<file path="config.mk">
export PLATFORM = sky130hd
export DESIGN_NAME = bcd_csel_alu
export DESIGN_NICKNAME = d
export VERILOG_FILES = /design/src/rtl/bcd_csel_pkg.sv /design/src/rtl/bcd_csel_pair.sv /design/src/rtl/bcd_csel_digit.sv /design/src/rtl/bcd_csel_alu.sv
export SDC_FILE = /design/constraint.sdc
export NUM_CORES = 1
export LEC_CHECK = 0
export ABC_CLOCK_PERIOD_IN_PS = 9200
export BUFFER_PORTS_ARGS = -buffer_cell sky130_fd_sc_hd__buf_2
export CORE_ASPECT_RATIO = 0.75
export CORE_MARGIN = 8
export CORE_UTILIZATION = 55
export DETAILED_ROUTE_END_ITERATION = 7
export MAX_ROUTING_LAYER = met4
export PLACE_DENSITY = 0.83
export SYNTH_ARGS = -nofsm -noshare
export SYNTH_HDL_FRONTEND = slang
export SYNTH_SLANG_ARGS = --single-unit
</file>
<file path="constraint.sdc">
create_clock -name vclk -period 9.2
set_clock_uncertainty 0.1 [all_clocks]
set_input_delay 1.84 -clock vclk [all_inputs]
set_output_delay 1.84 -clock vclk [all_outputs]
set_load 0.02 [all_outputs]
</file>
<file path="src/rtl/bcd_csel_pkg.sv">
package bcd_csel_pkg;
    localparam int NIB_W = 4;

    // Both raw sums of one digit, computed ahead of the incoming carry
    typedef struct packed {
        logic [NIB_W-1:0] s_lo;
        logic             c_lo;
        logic [NIB_W-1:0] s_hi;
        logic             c_hi;
    } raw_pair_t;

    // Digit result after selection and optional decimal correction
    typedef struct packed {
        logic [NIB_W-1:0] val;
        logic             cy;
    } digit_res_t;
endpackage

</file>
<file path="src/rtl/bcd_csel_pair.sv">
module bcd_csel_pair
    import bcd_csel_pkg::*;
(
    input  logic [NIB_W-1:0] a_i,
    input  logic [NIB_W-1:0] b_i,
    output raw_pair_t        raw_o
);
    logic [NIB_W:0] lo_d;
    logic [NIB_W:0] hi_d;

    always_comb begin
        lo_d = {1'b0, a_i} + {1'b0, b_i};
        hi_d = {1'b0, a_i} + {1'b0, b_i} + (NIB_W+1)'(1);
        raw_o.s_lo = lo_d[NIB_W-1:0];
        raw_o.c_lo = lo_d[NIB_W];
        raw_o.s_hi = hi_d[NIB_W-1:0];
        raw_o.c_hi = hi_d[NIB_W];
    end
endmodule

</file>
<file path="src/rtl/bcd_csel_digit.sv">
module bcd_csel_digit
    import bcd_csel_pkg::*;
(
    input  raw_pair_t  raw_i,
    input  logic       ci_i,
    input  logic       sub_i,
    input  logic       dec_i,
    output digit_res_t res_o
);
    localparam logic [NIB_W-1:0] ADD_ADJ = NIB_W'(6);
    localparam logic [NIB_W-1:0] SUB_ADJ = NIB_W'(10);

    logic             add_fix_d;
    logic             sub_cy_d;
    logic [NIB_W-1:0] base_d;

    always_comb begin
        // thresholds shift with the carry the low sum never saw
        add_fix_d = raw_i.c_lo
                  | (!ci_i && (raw_i.s_lo > NIB_W'(9)))
                  | ( ci_i && (raw_i.s_lo > NIB_W'(8)));
        sub_cy_d  = raw_i.c_lo | (ci_i && (raw_i.s_lo == {NIB_W{1'b1}}));
        base_d    = raw_i.s_lo + NIB_W'(ci_i);

        if (!dec_i) begin
            res_o.val = ci_i ? raw_i.s_hi : raw_i.s_lo;
            res_o.cy  = ci_i ? raw_i.c_hi : raw_i.c_lo;
        end else if (!sub_i) begin
            res_o.val = base_d + (add_fix_d ? ADD_ADJ : '0);
            res_o.cy  = add_fix_d;
        end else begin
            res_o.val = base_d + (sub_cy_d ? '0 : SUB_ADJ);
            res_o.cy  = sub_cy_d;
        end
    end
endmodule

</file>
<file path="src/rtl/bcd_csel_alu.sv">
module bcd_csel_alu
    import bcd_csel_pkg::*;
#(
    parameter int DIGITS = 2
) (
    input  logic [NIB_W*DIGITS-1:0] a_i,
    input  logic [NIB_W*DIGITS-1:0] b_i,
    input  logic                    carry_i,
    input  logic                    sub_i,
    input  logic                    dec_i,
    output logic [NIB_W*DIGITS-1:0] sum_o,
    output logic                    carry_o
);
    localparam int W = NIB_W * DIGITS;

    logic [W-1:0]     b_eff_d;
    logic [DIGITS:0]  chain_d;
    logic [W-1:0]     sum_d;

    assign b_eff_d    = sub_i ? ~b_i : b_i;
    assign chain_d[0] = carry_i;

    for (genvar g = 0; g < DIGITS; g++) begin : g_digit
        raw_pair_t  raw_d;
        digit_res_t res_d;

        bcd_csel_pair u_pair (
            .a_i   (a_i[g*NIB_W +: NIB_W]),
            .b_i   (b_eff_d[g*NIB_W +: NIB_W]),
            .raw_o (raw_d)
        );

        bcd_csel_digit u_fix (
            .raw_i (raw_d),
            .ci_i  (chain_d[g]),
            .sub_i (sub_i),
            .dec_i (dec_i),
            .res_o (res_d)
        );

        assign sum_d[g*NIB_W +: NIB_W] = res_d.val;
        assign chain_d[g+1]            = res_d.cy;
    end

    assign sum_o   = sum_d;
    assign carry_o = chain_d[DIGITS];
endmodule

</file>
# Yosys cells after proc, flatten, opt, wreduce, memory -nomap -nowiden
# Index checks and enable logic that the tools add are counted.
# word_totals
register_bits	0
input_bits	19
output_inout_bits	9
elab_cells	44
# op_classes
n_addsub	10
n_lt_le_gt_ge	4
n_eq_ne	2
mux	13
n_bitwise	7
reduce_logical	8
# ops
operator	n
two-way mux 5 bit	4
adder 4 bit	4
greater-than comparator 4 bit (second input constant)	4
two-way mux 4 bit	4
adder 4 x 4 -> 5 bit	2
adder 5 x 1 -> 5 bit (second input constant)	2
adder 4 x 1 -> 4 bit	2
== test 4 bit (second input constant)	2
two-way mux 8 bit	1
NOT 8 bit	1
logical AND 1 bit	6
two-way mux 3 bit	2
OR 1 bit	6
zero test 1 bit	2
two-way mux 1 bit	2

# Depth between registers and ports, before layout
# depth
word_depth	19
ltp_mapped	20
depth_no_buf	19

# Modules after synthesis
# From an unflattened synthesis, not the netlist that was laid out.
# hier_totals
cells_unflattened	117
hier_area_um2	1042.2
# by_module_without_submodules
module	instances	cells_each	area_per_inst_um2	seq_area_each_um2
bcd_csel_pair	2	20	195.2	0.0
bcd_csel_digit (g_digit[1].u_fix)	1	34	287.8	0.0
bcd_csel_digit (g_digit[0].u_fix)	1	34	282.8	0.0
bcd_csel_alu	1	9	81.3	0.0

# Worst setup path after synthesis
# No wires, ideal clock.
# synth_path
path_kind	in2out
from	input sub_i
to	output sum_o[7]
arrival_ns	6.424
required_time_ns	7.260
path_slack_ns	0.836
stages	19
path_buffers	1
cell_sequence	buf_1 > xor2_1 > ha_1 > inv_1 > fa_1 > ha_1 > nor3_1 > nor4_1 > o41ai_2 > o211a_1 > mux2_4 > a21boi_2 > o22ai_1 > ha_1 > fa_1 > xor2_1 > or4b_1 > nand4_1 > xor2_1
# synth_via
elab_chain_len	16
# synth_rtl
element	line_no	text
start: declaration	bcd_csel_alu.sv:9	input logic sub_i,
two-way mux 8 bit	bcd_csel_alu.sv:20	assign b_eff_d = sub_i ? ~b_i : b_i;
adder 4 x 4 -> 5 bit	bcd_csel_pair.sv:12, bcd_csel_pair.sv:13	
greater-than comparator 4 bit	bcd_csel_digit.sv:20	| (!ci_i && (raw_i.s_lo > NIB_W'(9)))
logical AND 1 bit	bcd_csel_digit.sv:20	
OR 1 bit	bcd_csel_digit.sv:20	
OR 1 bit	bcd_csel_digit.sv:21	| ( ci_i && (raw_i.s_lo > NIB_W'(8)));
two-way mux 5 bit	bcd_csel_digit.sv:28	end else if (!sub_i) begin
two-way mux 5 bit	bcd_csel_digit.sv:25	if (!dec_i) begin
zero test 1 bit	bcd_csel_digit.sv:20	
logical AND 1 bit	bcd_csel_digit.sv:20	
OR 1 bit	bcd_csel_digit.sv:20	
OR 1 bit	bcd_csel_digit.sv:21	
two-way mux 3 bit	bcd_csel_digit.sv:29	res_o.val = base_d + (add_fix_d ? ADD_ADJ : '0);
adder 4 bit	bcd_csel_digit.sv:29	
two-way mux 5 bit	bcd_csel_digit.sv:28	
two-way mux 5 bit (*)	bcd_csel_digit.sv:25	
end: declaration	bcd_csel_alu.sv:11	output logic [NIB_W*DIGITS-1:0] sum_o,
# Every way passes the cells marked *; elsewhere a longest branch is shown, timed or not.

# Final worst setup path
# Ends and elaborated chain as after synthesis.

==> results_dict.tcl <==
set metrics [dict create \
    status "complete, no violations" \
    setup_tns_ns 0 \
    pre_cts_slack_ns 0.617 \
    wirelength_mm 2.59 \
    critPathRequiredTime_ns 7.26 \
    fmax_mhz 115 \
    stdcell_area_mm2 0.00120 \
    fillCellCount 167 \
    crit_chain "buf_2, xor2_1, ha_1, inv_1, fa_1, ha_1, nor3_1, nor4_1, o41ai_2, o211a_1, mux2_4, a21boi_2, o22ai_1, ha_1, fa_1, xor2_1, or4b_1, nand4_1, xor2_1, buf_2" \
    min_period_ns 8.67 \
    die_area_mm2 0.00360 \
    grtUsageTotal_pct 15.3 \
    synth-seq-area-share_pct 0 \
    dpl.hpwl_mm 2.19 \
    rows 13 \
    grt_pass1_vias 1069 \
    finish.net_count 210 \
    fin_ws_ns 0.531 \
    die_w_um 66.7 \
    dp_cells 185 \
    crit_family "adder cells" \
    hold_ws_ns 4.05 \
    p_switching_uw 112 \
    synth_cell_type_count 37 \
    grt_max_degree 19 \
    drive_gt1_share_pct 20.2 \
    holdBufCountCts 0 \
    critPathLaunchType "input port" \
    cts_setup_buffers 0 \
    crit_path_max_fanout 15 \
    first_pass_iters 4 \
    first_iter_violations 38 \
    die_h_um 54.0 \
    netlist_area_mm2 0.00106 \
    vias_per_cell 5.59 \
    place.port_buffers 28 \
    syn-instance-count 141 \
    slew_headroom_pct 66.7 \
    vias 1034 \
    syn_nets 186 \
    dpl_cell_area_mm2 0.00120 \
    p_sw_share_pct 60.4 \
    cp-end-kind "output pin" \
    combPwrFrac_pct 100.0 \
    areaGrowthSynthToFinish_pct 13.4 \
    yosysTopAreaCellShare_pct 25.9 \
    power_frac_clock_pct 0 \
    grt_pass1_wl_mm 4.42 \
    maxCapViolCount 0 \
    cts_resized 0 \
    fin_crit_sh_pct 94.2 \
    power_density_mw_per_mm2 154 \
    worstSetupPathType "input port to output pin" \
    hold_violations 0 \
    regArea_um2 0 \
    holdCritPathClass "input port to output pin" \
    yosysWarnings 0 \
    slowest_delay_ns 0.50 \
    core_area_mm2 0.00177 \
    netlist.top_cell.by_area "ha_1" \
    maxSlewViolCount 0 \
    layout_commonest_cell "buf_2" \
    rsz0062_at_grt "no" \
    initial_core_util_pct 59.8 \
    critPathBufInv 3 \
    peakVddDrop_v 0.0000850 \
    gp_congestion 0.997 \
    setup_viol 0 \
    drc_errors 0 \
    finalNonFillerCells 185 \
    synth_area_leaders "ha_1, xor2_1, fa_1" \
    p_leak_nw 0.629 \
    power_frac_seq_pct 0 \
    drtAntennaViolNets 0 \
    ios 28 \
    worstSetupPathDepth 20 \
    slowest_stage "fa_1" \
    num_antenna_cells 0 \
    clock_buffers 0 \
    arrival_ns 6.73 \
    tightest_slew_ns 0.498 \
    antenna_found_initial 0 \
    p_int_uw 73.6 \
    final_cell_mix "buf_2, ha_1, inv_1" \
    min_path_cells 3 \
    grt_remaining_overflow 0 \
    nFlopsAndLatches 0 \
    wire_per_inst_um 14.0 \
    syn_avg_cell_area_um2 7.52 \
]
==> cells by family after synthesis <==
logic type / share of synthesized area, %
buf+inv: 7.66
xor+xnor: 18.9
simple gates: 22.4
compound gates: 14.3
fa+ha+maj: 33.5
mux: 3.30
==> metal layers <==
| metal | share of wire (%) | vias to the layer above | global-route usage (%) |
|---|---|---|---|
| li1 | - | 526 | - |
| met1 | 47 | 471 | 18.5 |
| met2 | 48 | 33 | 27.9 |
| met3 | 3.7 | 4 | 0.621 |
| met4 | 1.0 | 0 | 2.47 |
| met5 | 0 | - | - |
==> metrics by stage <==
step	utilization (%)	power, mW
floorplan	-	0.138
global placement	67.9	0.176
detailed placement	67.9	0.184
CTS	67.9	0.186
global route	67.9	0.208
finish	67.9	0.186
==> path summary, 6_finish.rpt <==
path / endpoint / startpoint / slack (ns)
hold / removal: sum_o[0] / carry_i / 4.05
setup / recovery: sum_o[7] / sub_i / 0.53
==> cells in the mapped netlist, types with 2 or more instances <==
cell / instances
xnor2_1: 7
nor3_1: 4
nor2_1: 8
xor2_1: 14
nand4_1: 2
ha_1: 22
fa_1: 4
mux2i_1: 2
nand3_1: 5
nor2b_1: 2
nand2_1: 11
buf_2: 2
clkbuf_1: 3
nor4_1: 2
inv_1: 15
o21ai_0: 6
a21o_1: 2
nand2b_1: 3
a21oi_1: 8
and3_1: 2
==> final cells by class <==
type	count	area, um^2	area share, %
Tap cell	22	27.5	2.29
Multi-Input combinational cell	120	980	81.4
Timing Repair Buffer	28	140	11.6
Inverter	15	56.3	4.68
==> power by group through the flow <==
stage | logic, mW | clock network, mW | registers, mW
after floorplan | 0.138 | 0 | 0
final | 0.186 | 0 | 0
after global routing | 0.208 | 0 | 0
after CTS | 0.186 | 0 | 0
after detailed placement | 0.184 | 0 | 0
after global placement | 0.176 | 0 | 0
Note: power is estimated with default switching activity, not from simulation.
